===== config.mk =====
export PLATFORM = sky130hd
export DESIGN_NAME = dbg_halt_ctrl
export DESIGN_NICKNAME = d
export VERILOG_FILES = /design/src/rtl/dbg_halt_pkg.sv /design/src/rtl/dbg_match_unit.sv /design/src/rtl/dbg_source_merge.sv /design/src/rtl/dbg_halt_fsm.sv /design/src/rtl/dbg_halt_ctrl.sv
export SDC_FILE = /design/constraint.sdc
export NUM_CORES = 1
export LEC_CHECK = 0
export ABC_AREA = 1
export BUFFER_PORTS_ARGS = -buffer_cell sky130_fd_sc_hd__buf_2
export CAP_MARGIN = 30
export CORE_MARGIN = 2
export CORE_UTILIZATION = 50
export DETAILED_ROUTE_END_ITERATION = 7
export GPL_ROUTABILITY_DRIVEN = 0
export MAX_ROUTING_LAYER = met4
export PLACE_DENSITY = 0.79
export SETUP_SLACK_MARGIN = 0.2
export SLEW_MARGIN = 10
export SYNTH_ARGS = -nofsm -noshare
export SYNTH_HDL_FRONTEND = slang
export SYNTH_HIERARCHICAL = 1
export SYNTH_SLANG_ARGS = --single-unit

===== constraint.sdc =====
create_clock -name clk -period 2.4 [get_ports clk]
set_input_delay 0.24 -clock clk [delete_from_list [all_inputs] [get_ports clk]]
set_output_delay 0.24 -clock clk [all_outputs]
set_load 0.01 [all_outputs]

===== src/rtl/dbg_halt_pkg.sv =====
`timescale 1ns/1ps
package dbg_halt_pkg;
    typedef enum logic [1:0] {
        ST_RUN    = 2'd0,
        ST_HALTED = 2'd1,
        ST_LEAVE  = 2'd2
    } dbg_state_e;

    localparam int CAUSE_EXT       = 0;
    localparam int CAUSE_REQ       = 1;
    localparam int CAUSE_UNIT_BASE = 2;
endpackage


===== src/rtl/dbg_match_unit.sv =====
`timescale 1ns/1ps
module dbg_match_unit #(
    parameter int AW = 32,
    parameter int DW = 32
) (
    input  logic          clk,
    input  logic          rst_n,
    input  logic          en,
    input  logic          data_mode,
    input  logic [AW-1:0] cmp_value,
    input  logic [AW-1:0] cmp_mask,
    input  logic          ex_valid,
    input  logic [AW-1:0] ex_pc,
    input  logic          wr_en,
    input  logic [AW-1:0] wr_addr,
    input  logic [DW-1:0] wr_data,
    output logic          bp_hit,
    output logic          wp_hit
);
    typedef struct packed {
        logic [DW-1:0] shadow;
    } unit_regs_t;

    unit_regs_t r_d, r_q;
    logic pc_match, addr_match, watch_wr;

    always_comb begin
        r_d        = r_q;
        pc_match   = ((ex_pc ^ cmp_value) & ~cmp_mask) == '0;
        addr_match = ((wr_addr ^ cmp_value) & ~cmp_mask) == '0;
        watch_wr   = en && data_mode && wr_en && addr_match;
        bp_hit     = en && !data_mode && ex_valid && pc_match;
        wp_hit     = watch_wr && (wr_data != r_q.shadow);
        if (watch_wr) begin
            r_d.shadow = wr_data;
        end
    end

    always_ff @(posedge clk or negedge rst_n) begin
        if (!rst_n) begin
            r_q <= '0;
        end else begin
            r_q <= r_d;
        end
    end
endmodule


===== src/rtl/dbg_source_merge.sv =====
`timescale 1ns/1ps
module dbg_source_merge
    import dbg_halt_pkg::*;
#(
    parameter int NU = 2,
    localparam int CW = NU + 2
) (
    input  logic          ext_brk,
    input  logic          ex_valid,
    input  logic          halt_req,
    input  logic          retire,
    input  logic [NU-1:0] unit_bp,
    input  logic [NU-1:0] unit_wp,
    output logic [CW-1:0] cause_now,
    output logic          bp_now
);
    always_comb begin
        cause_now            = '0;
        cause_now[CAUSE_EXT] = ext_brk && ex_valid;
        cause_now[CAUSE_REQ] = halt_req && retire;
        for (int i = 0; i < NU; i++) begin
            cause_now[CAUSE_UNIT_BASE + i] = unit_bp[i] || unit_wp[i];
        end
        bp_now = cause_now[CAUSE_EXT] || (|unit_bp);
    end
endmodule


===== src/rtl/dbg_halt_fsm.sv =====
`timescale 1ns/1ps
module dbg_halt_fsm
    import dbg_halt_pkg::*;
#(
    parameter int AW = 32,
    parameter int CW = 4
) (
    input  logic          clk,
    input  logic          rst_n,
    input  logic [CW-1:0] cause_now,
    input  logic          bp_now,
    input  logic [AW-1:0] ex_pc,
    input  logic          restart,
    output logic          in_debug,
    output logic          halt,
    output logic          pc_hold,
    output logic [CW-1:0] halt_cause,
    output logic [AW-1:0] halt_pc,
    output logic          bp_entry
);
    typedef struct packed {
        dbg_state_e    state;
        logic [CW-1:0] cause;
        logic [AW-1:0] pc;
        logic          bp;
    } fsm_regs_t;

    fsm_regs_t r_d, r_q;
    logic armed;

    always_comb begin
        r_d   = r_q;
        armed = (r_q.state != ST_HALTED);
        if (armed) begin
            if (cause_now != '0) begin
                r_d.state = ST_HALTED;
                r_d.cause = cause_now;
                r_d.bp    = bp_now;
                r_d.pc    = bp_now ? ex_pc : '0;
            end else begin
                r_d.state = ST_RUN;
            end
        end else if (restart) begin
            r_d.state = ST_LEAVE;
            r_d.cause = '0;
            r_d.bp    = 1'b0;
            r_d.pc    = '0;
        end
        in_debug   = (r_q.state != ST_RUN);
        halt       = (r_q.state == ST_HALTED);
        pc_hold    = halt || (armed && bp_now);
        halt_cause = r_q.cause;
        halt_pc    = r_q.pc;
        bp_entry   = r_q.bp;
    end

    always_ff @(posedge clk or negedge rst_n) begin
        if (!rst_n) begin
            r_q       <= '0;
            r_q.state <= ST_RUN;
        end else begin
            r_q <= r_d;
        end
    end
endmodule


===== src/rtl/dbg_halt_ctrl.sv =====
`timescale 1ns/1ps
module dbg_halt_ctrl #(
    parameter int AW = 32,
    parameter int DW = 32,
    parameter int NU = 2,
    localparam int CW = NU + 2
) (
    input  logic             clk,
    input  logic             rst_n,
    input  logic             ext_brk,
    input  logic             halt_req,
    input  logic             ex_valid,
    input  logic [AW-1:0]    ex_pc,
    input  logic             retire,
    input  logic             mem_wr,
    input  logic [AW-1:0]    mem_addr,
    input  logic [DW-1:0]    mem_wdata,
    input  logic             restart,
    input  logic [NU-1:0]    unit_en,
    input  logic [NU-1:0]    unit_data_mode,
    input  logic [NU*AW-1:0] unit_value,
    input  logic [NU*AW-1:0] unit_mask,
    output logic             in_debug,
    output logic             halt,
    output logic             pc_hold,
    output logic [CW-1:0]    halt_cause,
    output logic [AW-1:0]    halt_pc,
    output logic             bp_entry
);
    logic [NU-1:0] unit_bp, unit_wp;
    logic [CW-1:0] cause_now;
    logic          bp_now;

    for (genvar g = 0; g < NU; g++) begin : g_unit
        dbg_match_unit #(.AW(AW), .DW(DW)) u_unit (
            .clk      (clk),
            .rst_n    (rst_n),
            .en       (unit_en[g]),
            .data_mode(unit_data_mode[g]),
            .cmp_value(unit_value[g*AW +: AW]),
            .cmp_mask (unit_mask[g*AW +: AW]),
            .ex_valid (ex_valid),
            .ex_pc    (ex_pc),
            .wr_en    (mem_wr),
            .wr_addr  (mem_addr),
            .wr_data  (mem_wdata),
            .bp_hit   (unit_bp[g]),
            .wp_hit   (unit_wp[g])
        );
    end

    dbg_source_merge #(.NU(NU)) u_merge (
        .ext_brk  (ext_brk),
        .ex_valid (ex_valid),
        .halt_req (halt_req),
        .retire   (retire),
        .unit_bp  (unit_bp),
        .unit_wp  (unit_wp),
        .cause_now(cause_now),
        .bp_now   (bp_now)
    );

    dbg_halt_fsm #(.AW(AW), .CW(CW)) u_fsm (
        .clk       (clk),
        .rst_n     (rst_n),
        .cause_now (cause_now),
        .bp_now    (bp_now),
        .ex_pc     (ex_pc),
        .restart   (restart),
        .in_debug  (in_debug),
        .halt      (halt),
        .pc_hold   (pc_hold),
        .halt_cause(halt_cause),
        .halt_pc   (halt_pc),
        .bp_entry  (bp_entry)
    );
endmodule


==> flow_summary_export.csv, run 1 <==
group,metric,value,unit
status,status,"finished clean",
clocking,cts_tree,"built",
yosys,synth_fa_ha_area_frac,0,
critical_path,crit_arrival,2520,ps
yosys,synth_area,8220,um^2
yosys,synth_warnings,6,
sta,fin_ws,161,ps
critical_path,crit_required,2680,ps
detailed_routing,viasPerCell,5.28,
sta,setup_violations,0,
sta,worst_pin_slew,851,ps
sta,slew-limit-headroom,0.430,
placed_design,io_buffers,275,
yosys,synth_top_area_share,0.314,
yosys,synth_seq_cells,103,
flow_run,maxCapViolCount,0,
global_routing,grt-ovfl-total,0,
yosys,yosys.area.top_type,"dfrtp_1",
sta,period_share,0.933,
placed_design,place_area,9450,um^2
global_routing,grt_pass1_wl,43500,um
yosys,synth_area_leaders,"dfrtp_1 (31%), nand2_1 (19%), nand4_1 (8.5%)",
sta,period_minus_slack,2240,ps
final_layout,nets,1718,
pwr,p_int,3.15,mW
detailed_routing,via_count,9010,
global_routing,grtUsageMet3,0.0461,
clocking,cts.reportedPaths.clkPinSlew,70,ps
placed_design,post-dp-hpwl,21700,um
floorplan,die_area,17500,um^2
yosys,synth_compound_area_frac,0.0277,
yosys,synth.avg_cell_area,6.58,um^2
detailed_routing,drc,0,
clocking,cts.sinks,103,
yosys,synth_edf_count,0,
floorplan,dieWidth,132,um
pwr,p_switching,1.51,mW
sta,fmax,0.447,GHz
yosys,synth_top_family_by_area,"simple AND/OR/NAND/NOR gates",
detailed_routing,wire_per_inst,16.2,um
global_routing,grt_pass1_vias,8449,
pwr,leakagePower,5.83,nW
sta,setup_tns,0,ps
floorplan,io_pins,276,
critical_path,cp-end-kind,"register",
final_layout,drive_above_1_share,0.245,
detailed_routing,drt_iter0_drc,705,
global_routing,grtUsageMet2,0.519,
clocking,root_buffer,"clkbuf_16",
yosys,synthArstFlopShare,1.00,
sta,final-hold-violation-count,0,
critical_path,cp_max_fo,8,
floorplan,num_rows,46,
floorplan,fp.dieH,132,um
clocking,cts_max_level,3,
pwr,powerDensity,468,nW/um^2
critical_path,startpoint_type,"register",
global_routing,grt_util_all_layers,0.323,
yosys,yosys.cell_types.count,30,
clocking,cts_buffers,9,
sta,slew_viol_final,0,
final_layout,fin_util,0.623,
final_layout,num-fill-cells,1548,
global_routing,grt_max_degree,80,
yosys,ys_seq_area_frac,0.314,
clocking,clk_latency,350,ps
min_path,hp-class,"in2reg",
final_layout,areaGrowthSynthToFinish,21.2,%
detailed_routing,wl,27700,um
detailed_routing,antenna_left,0,
placed_design,place_ws,179,ps
pwr,p_sw_frac,0.323,
yosys,synth_nets,1485,
pwr,vdd_drop_max,356,uV
yosys,yosys.area_share.simple,0.438,
pwr,pwr-share-seq,0.401,
pwr,power_frac_comb,0.290,
final_layout,finalNonFillerCells,1708,
floorplan,coreArea,16000,um^2
pwr,p_total,4.66,mW
yosys,syn_inst,1249,
global_routing,grt_use_met1,0.420,
yosys,synth_xor_area_frac,0.0810,
clocking,cts.path.max_buffers,2,
detailed_routing,firstDrtPassIters,7,
yosys,muxShareOfSynthArea,0,
global_routing,antenna_found_initial,5,
yosys,synthFlopType,"dfrtp_1",
placed_design,place_inst,1677,
pwr,p_clk_frac,0.309,
floorplan,start_util,0.514,
sta,holdWs,161,ps
global_routing,grt.busiest_layer,"met2",
critical_path,worstSetupPathType,"reg2reg",
sta,rsz0062_at_grt,"yes",
sta,fin_skew,7.17,ps
final_layout,fin_area,9960,um^2
[Yosys cell counts (5+ instances only)]
cell type and n:
xnor2_1 64, nand3_2 10, o22ai_1 10, or2_2 8, o21ai_0 9, nand3b_1 14
xor2_1 12, nand2_2 6, nand3_1 80, buf_4 37, inv_2 5, nand2_1 420
clkbuf_1 6, buf_2 24, buf_6 11, nor2_1 127, nor3_1 6, inv_1 146
a21oi_1 16, dfrtp_1 103, nand4_1 112
[cell families (layout without fill, tap and decap cells)]
logic type,count (synthesis),after routing
AND/OR/NAND/NOR,795,795
buffers and inverters,234,472
flip-flops,103,103
XOR/XNOR,76,76
AO/OA/AOI/OAI,41,41
other,0,5
[cells in the final DEF, fill, tap and decap left out, types with 11 or more instances in the layout]
cell	netlist	layout
nor2_1	127	121
a21oi_1	16	13
nand3b_1	14	14
xor2_1	12	12
clkbuf_16	0	11
nand2_1	420	420
dfrtp_1	103	103
inv_1	146	146
buf_4	37	18
nand3_1	80	77
xnor2_1	64	64
nand4_1	112	112
nand3_2	10	13
buf_2	24	275
[routing by layer]
| layer | wire (um) | part of all wire |
|---|---|---|
| met5 | 0 | 0 |
| met3 | 2270 | 0.082 |
| met2 | 13000 | 0.47 |
| met4 | 913 | 0.033 |
| met1 | 11500 | 0.42 |
[worst max-delay path, cell delays in order, from the launching register on]
cell	delay, ps
dfrtp_1	390
or2_2	290
a21oi_1	140
nand2_1	60
nor2_1	110
nand2_1	80
nor2_1	130
nor2_2	40
or2_1	240
nor2_2	140
nand2_4	100
nand2_8	120
buf_12	150
nand3_1	80
nand2_1	100
[cell type report]
type                            instances  area, um^2  share of cell area
Multi-Input combinational cell        912        4560               0.458
Sequential cell                       103        2580               0.259
Timing Repair Buffer                  301        1660               0.167
Inverter                              155         582              0.0584
Clock buffer                           14         284              0.0285
Tap cell                              216         270              0.0271
Clock inverter                          2        12.5             0.00126
Antenna cell                            5        12.5             0.00126
[final timing paths]
path                                                 startpoint  slack (ps)                                  end  cells past startpoint
hold / removal                                          restart         160            u_fsm/r_q[37]$_DFFE_PN0P_                      2
min in group asynchronous                                 rst_n         360        u_fsm/halt_pc[10]$_DFFE_PN0P_                      2
setup / recovery           g_unit[1].u_unit/r_q[17]$_DFFE_PN0P_         160        u_fsm/halt_pc[22]$_DFFE_PN0P_                     14
setup reg to reg           g_unit[1].u_unit/r_q[17]$_DFFE_PN0P_         160        u_fsm/halt_pc[22]$_DFFE_PN0P_                     14
hold reg to reg             g_unit[1].u_unit/r_q[5]$_DFFE_PN0P_         490  g_unit[1].u_unit/r_q[5]$_DFFE_PN0P_                      2
max in group asynchronous                                 rst_n        1310            u_fsm/r_q[38]$_DFFE_PN0P_                      3
[timing repair]
action,4_1_cts,5_1_grt
endpoints found under the hold margin,24,0
resized for setup,3,16
buffers inserted,0,5
pin swaps,0,19
hold buffers,1,0
setup endpoints to repair,23,38
gates cloned,1,3
[power by group through the flow]
stage	sequential (mW)	combinational (mW)	clock, mW
floorplan	1.88	0.761	0
global placement	1.90	1.24	0
detailed placement	1.90	1.26	0
CTS	1.87	1.29	1.46
global route	1.87	1.48	1.53
finish	1.87	1.35	1.44
[registers in the layout, summed over array words and instances, names as in the netlist]
register / flops
u_fsm/halt_cause: 4
u_fsm/bp_entry: 1
u_fsm/halt_pc: 32
u_fsm/r_q: 2
g_unit.u_unit/r_q: 64
(Power assumes the default switching activity.)
==> run 2: changes to the inputs <==
- CORE_UTILIZATION: 50 -> 52
- PLACE_DENSITY: 0.79 -> 0.82
==> flow_summary_export.csv, run 2 (same netlist as run 1, synthesis figures left out) <==
group,metric,value,unit
final_layout,largest_register,"g_unit.u_unit/r_q",
clocking,cts.sinks,103,
placed_design,io_buffers,275,
floorplan,dieWidth,130,um
clocking,cts_buffers,9,
detailed_routing,firstDrtPassIters,7,
critical_path,regToRegStartpoint,"g_unit[1].u_unit/r_q[25]$_DFFE_PN0P_",
detailed_routing,drt_iter0_drc,699,
status,status,"finished clean",
global_routing,antenna_found_initial,10,
clocking,cts.reportedPaths.clkPinSlew,70,ps
final_layout,finalNonFillerCells,1717,
critical_path,worstSetupPathType,"reg2reg",
floorplan,coreArea,15300,um^2
critical_path,crit_start,"g_unit[1].u_unit/r_q[25]$_DFFE_PN0P_",
sta,period_minus_slack,2250,ps
floorplan,num_rows,45,
sta,fin_skew,7.07,ps
critical_path,crit_arrival,2530,ps
sta,worst_pin_slew,909,ps
floorplan,die_area,16800,um^2
flow_run,maxCapViolCount,0,
final_layout,nets,1726,
sta,fmax,0.445,GHz
final_layout,largest_reg_flops,64,
sta,setup_tns,0,ps
sta,slew_viol_final,0,
detailed_routing,wire_per_inst,16.4,um
global_routing,grt_max_degree,53,
global_routing,grt_util_all_layers,0.343,
floorplan,start_util,0.537,
clocking,clk_latency,350,ps
pwr,leakagePower,5.91,nW
final_layout,areaGrowthSynthToFinish,23.3,%
placed_design,post-dp-hpwl,22000,um
sta,period_share,0.937,
min_path,min_from,"restart",
critical_path,startpoint_type,"register",
final_layout,drive_above_1_share,0.253,
sta,rsz0062_at_grt,"yes",
clocking,root_buffer,"clkbuf_16",
global_routing,grt_pass1_wl,43100,um
detailed_routing,wl,28200,um
sta,setup_violations,0,
detailed_routing,drc,0,
global_routing,grt-ovfl-total,0,
floorplan,io_pins,276,
pwr,powerDensity,487,nW/um^2
detailed_routing,antenna_left,0,
sta,slew-limit-headroom,0.392,
global_routing,grt_pass1_vias,8460,
detailed_routing,viasPerCell,5.36,
clocking,cts.path.max_buffers,2,
pwr,p_total,4.93,mW
detailed_routing,via_count,9197,
floorplan,fp.dieH,130,um
clocking,cts_max_level,3,
critical_path,cp-end-kind,"register",
final_layout,final_cell_mix,"nand2_1 (418), buf_2 (274), inv_1 (146)",
min_path,hp-class,"in2reg",
pwr,vdd_drop_max,296,uV
placed_design,place_inst,1674,
final_layout,layout_commonest_cell,"nand2_1",
sta,final-hold-violation-count,0,
clocking,cts_tree,"built",
critical_path,crit_required,2680,ps
critical_path,cp_max_fo,6,
## run 2: cell types whose count changed in the layout (fill, tap and decap cells not counted), sizes merged
cell and change:
buf +10, clkinv +2, clkbuf -6, clkinvlp -1, bufinv +3, diode +6
## run 2: cell type report
| class | instances | area (um^2) |
|---|---|---|
| well taps | 211 | 264 |
| flip-flops and latches | 103 | 2580 |
| multi-input cells | 912 | 4580 |
| inverters | 155 | 582 |
| diodes | 11 | 27.5 |
| repair buffers | 309 | 1760 |
| clock buffers | 10 | 229 |
| clock inverters | 6 | 109 |
| fillers | 1371 | 5180 |
## run 2: worst paths after layout
| check | endpoint | slack (ps) | cells past startpoint |
|---|---|---|---|
| worst max-delay path | u_fsm/halt_pc[4]$_DFFE_PN0P_ | 150 | 15 |
| worst min-delay path | u_fsm/r_q[37]$_DFFE_PN0P_ | 90 | 2 |
| min in group asynchronous | g_unit[0].u_unit/r_q[20]$_DFFE_PN0P_ | 460 | 2 |
| max in group asynchronous | u_fsm/halt_cause[1]$_DFFE_PN0P_ | 1220 | 3 |
| worst min register to register | g_unit[0].u_unit/r_q[23]$_DFFE_PN0P_ | 490 | 2 |
| worst max register to register | u_fsm/halt_pc[4]$_DFFE_PN0P_ | 150 | 15 |
## run 2: layer usage
metal / wire [um] / vias to the layer above / global-route usage
li1: - / 4424 / -
met1: 11100 / 4228 / 0.418
met2: 13400 / 466 / 0.552
met3: 2560 / 79 / 0.0636
met4: 1110 / 0 / 0.161
met5: 0 / - / -
## run 2: stage by stage
step	setup WS (ps)	instance area (um^2)	hold WS, ps	utilization
floorplan	317	8220	-55.6	-
global placement	245	9480	319	0.619
detailed placement	142	9480	324	0.619
CTS	169	10100	101	0.656
global route	47.4	10100	88.7	0.661
finish	152	10100	89.3	0.662
## run 2: what timing repair did
action,4_1_cts,5_1_grt
pin swaps,22,18
buffers inserted,10,2
cloned,3,0
endpoints found under the setup margin,37,38
hold endpoints to repair,50,0
resized for setup,21,11
hold buffers,1,0
## run 2: power by group
part / switching [mW] / leakage, nW / internal (mW)
sequential: 0.0595 / 1.42 / 1.81
clock: 0.637 / 0.166 / 1.02
combinational: 0.845 / 4.32 / 0.558
total: 1.54 / 5.91 / 3.39
## run 2: critical path: stages, from the launching register on
cell     delay [ps]
dfrtp_1         380
or2_4           250
a21oi_2         130
nand3_1          70
nor2_1           90
nand2_1          80
nor2_1          110
nor2_2           40
or2_1           230
nor2_1          130
nand2_2          90
nand2_4         150
buf_6           140
buf_16          120
nand3_2          60
nand2_1         100
==> run 3: changes to the inputs <==
- CELL_PAD_IN_SITES_DETAIL_PLACEMENT: default -> 1
- CELL_PAD_IN_SITES_GLOBAL_PLACEMENT: default -> 1
- CORE_UTILIZATION: 52 -> 35
- PLACE_DENSITY: 0.82 -> default
- PLACE_DENSITY_LB_ADDON: default -> 0.1
==> flow_summary_export.csv, run 3 (same netlist as run 1, synthesis figures left out) <==
group,metric,value,unit
status,status,"finished clean",
pwr,p_sw_frac,0.334,
sta,fin_ws,91.4,ps
critical_path,setup.reg_to_reg.worst_slack,90,ps
sta,rsz0062_at_grt,"yes",
sta,slew-limit-headroom,0.373,
floorplan,fp.dieH,157,um
pwr,p_int,3.16,mW
pwr,p_switching,1.59,mW
critical_path,crit_required,2680,ps
detailed_routing,drt_iter0_drc,250,
floorplan,num_rows,56,
floorplan,coreArea,23300,um^2
sta,fin_skew,8.85,ps
sta,final-hold-violation-count,0,
min_path,hp-class,"in2reg",
sta,worst_pin_slew,938,ps
pwr,p_clk_frac,0.305,
clocking,cts.sinks,103,
pwr,pwr-share-seq,0.394,
clocking,cts_buffers,9,
critical_path,worstRegToRegCells,15,
final_layout,largest_reg_flops,64,
clocking,clk_latency,350,ps
detailed_routing,wl,31700,um
critical_path,crit_arrival,2590,ps
floorplan,dieWidth,157,um
critical_path,cp_max_fo,7,
critical_path,worstSetupPathType,"reg2reg",
sta,period_minus_slack,2310,ps
final_layout,seqCellArea,2580,um^2
flow_run,maxCapViolCount,0,
pwr,power_frac_comb,0.300,
critical_path,cp-end-kind,"register",
global_routing,grt_pass1_vias,8998,
pwr,vdd_drop_max,276,uV
detailed_routing,firstDrtPassIters,4,
critical_path,r2r_end,"u_fsm/halt_pc[0]$_DFFE_PN0P_",
final_layout,num-fill-cells,3181,
clocking,cts_tree,"built",
global_routing,grt_util_all_layers,0.262,
placed_design,place_ws,-32.1,ps
floorplan,io_pins,276,
pwr,powerDensity,462,nW/um^2
critical_path,regToRegStartpoint,"g_unit[1].u_unit/r_q[5]$_DFFE_PN0P_",
placed_design,io_buffers,275,
final_layout,final_cell_mix,"nand2_1 (418), buf_2 (274), inv_1 (146)",
final_layout,areaGrowthSynthToFinish,25.2,%
global_routing,grt_pass1_wl,48100,um
detailed_routing,drc,0,
detailed_routing,viasPerCell,4.83,
final_layout,drive_above_1_share,0.254,
final_layout,largest_register,"g_unit.u_unit/r_q",
clocking,cts.reportedPaths.clkPinSlew,70,ps
detailed_routing,wire_per_inst,17.3,um
placed_design,post-dp-hpwl,25100,um
clocking,cts_max_level,3,
detailed_routing,antenna_left,0,
critical_path,startpoint_type,"register",
clocking,cts.path.max_buffers,2,
sta,period_share,0.962,
global_routing,antenna_found_initial,18,
sta,slew_viol_final,0,
global_routing,grt-ovfl-total,0,
sta,fmax,0.433,GHz
final_layout,nets,1727,
detailed_routing,via_count,8860,
sta,setup_violations,0,
global_routing,grt_max_degree,40,
clocking,root_buffer,"clkbuf_16",
final_layout,layout_commonest_cell,"nand2_1",
critical_path,crit_start,"g_unit[1].u_unit/r_q[5]$_DFFE_PN0P_",
floorplan,start_util,0.353,
floorplan,die_area,24700,um^2
final_layout,multi_input_area,4580,um^2
sta,setup_tns,0,ps
pwr,leakagePower,5.90,nW
critical_path,setup.worst_path.end,"u_fsm/halt_pc[0]$_DFFE_PN0P_",
==> run 3: metrics by stage <==
stage / area [um^2] / utilization / hold WS (ps) / std cells / power (mW)
detailed placement: 9610 / 0.413 / 226 / 1783 / 3.20
finish: 10300 / 0.443 / 124 / 1833 / 4.75
global placement: 9610 / 0.413 / 219 / 1783 / 3.18
CTS: 10200 / 0.437 / 105 / 1812 / 4.78
global route: 10300 / 0.443 / 128 / 1833 / 5.02
floorplan: 8220 / - / -55.6 / 1249 / 2.64
==> run 3: worst min path at each step <==
stage | start | endpoint | slack (ps) | cells after the start
after floorplan | rst_n | g_unit[0].u_unit/r_q[0]$_DFFE_PN0P_ | -60 | 0
after global placement | rst_n | g_unit[1].u_unit/r_q[19]$_DFFE_PN0P_ | 220 | 1
after detailed placement | rst_n | g_unit[1].u_unit/r_q[19]$_DFFE_PN0P_ | 230 | 1
after CTS | restart | u_fsm/r_q[37]$_DFFE_PN0P_ | 110 | 2
after global routing | restart | u_fsm/r_q[37]$_DFFE_PN0P_ | 130 | 2
final | restart | u_fsm/r_q[37]$_DFFE_PN0P_ | 120 | 2
==> run 3: cell type report <==
class | instances | area share
Clock buffer | 11 | 0.0246
Timing Repair Buffer | 310 | 0.176
Tap cell | 319 | 0.0388
Clock inverter | 5 | 0.00401
Sequential cell | 103 | 0.250
Inverter | 155 | 0.0565
Multi-Input combinational cell | 912 | 0.445
Antenna cell | 18 | 0.00438
==> run 3: worst max-delay path, cell delays in order, from the launching register on <==
cell and delay, ps:
dfrtp_1 400, or2_2 300, a21oi_1 140, nand2_1 70, nor2_1 90, nand2_1 70, nor2_2 150, nor2_2 50
or2_1 230, nor2_2 120, nand2_2 90, nand2_4 120, buf_12 130, buf_12 110, nand3_1 70, nand2_1 110
==> run 3: layer usage <==
layer | GRT usage | share of wire
met3 | 0.0592 | 0.058
met2 | 0.457 | 0.51
met5 | - | 0
met1 | 0.301 | 0.41
met4 | 0.0753 | 0.024
==> run 3: what timing repair did <==
| action | CTS | global route |
|---|---|---|
| gates cloned | 4 | 2 |
| endpoints found under the setup margin | 38 | 39 |
| setup buffers | 8 | 1 |
| hold endpoints to repair | 28 | 0 |
| pin swaps | 18 | 7 |
| gates resized for setup | 21 | 12 |
| hold buffers | 1 | 0 |
==> run 3: power groups by stage <==
stage	sequential, mW	combinational [mW]	clock [mW]
after floorplan	1.88	0.761	0
after global placement	1.91	1.27	0
after detailed placement	1.91	1.29	0
after CTS	1.87	1.42	1.49
after global routing	1.88	1.58	1.56
final	1.87	1.43	1.45
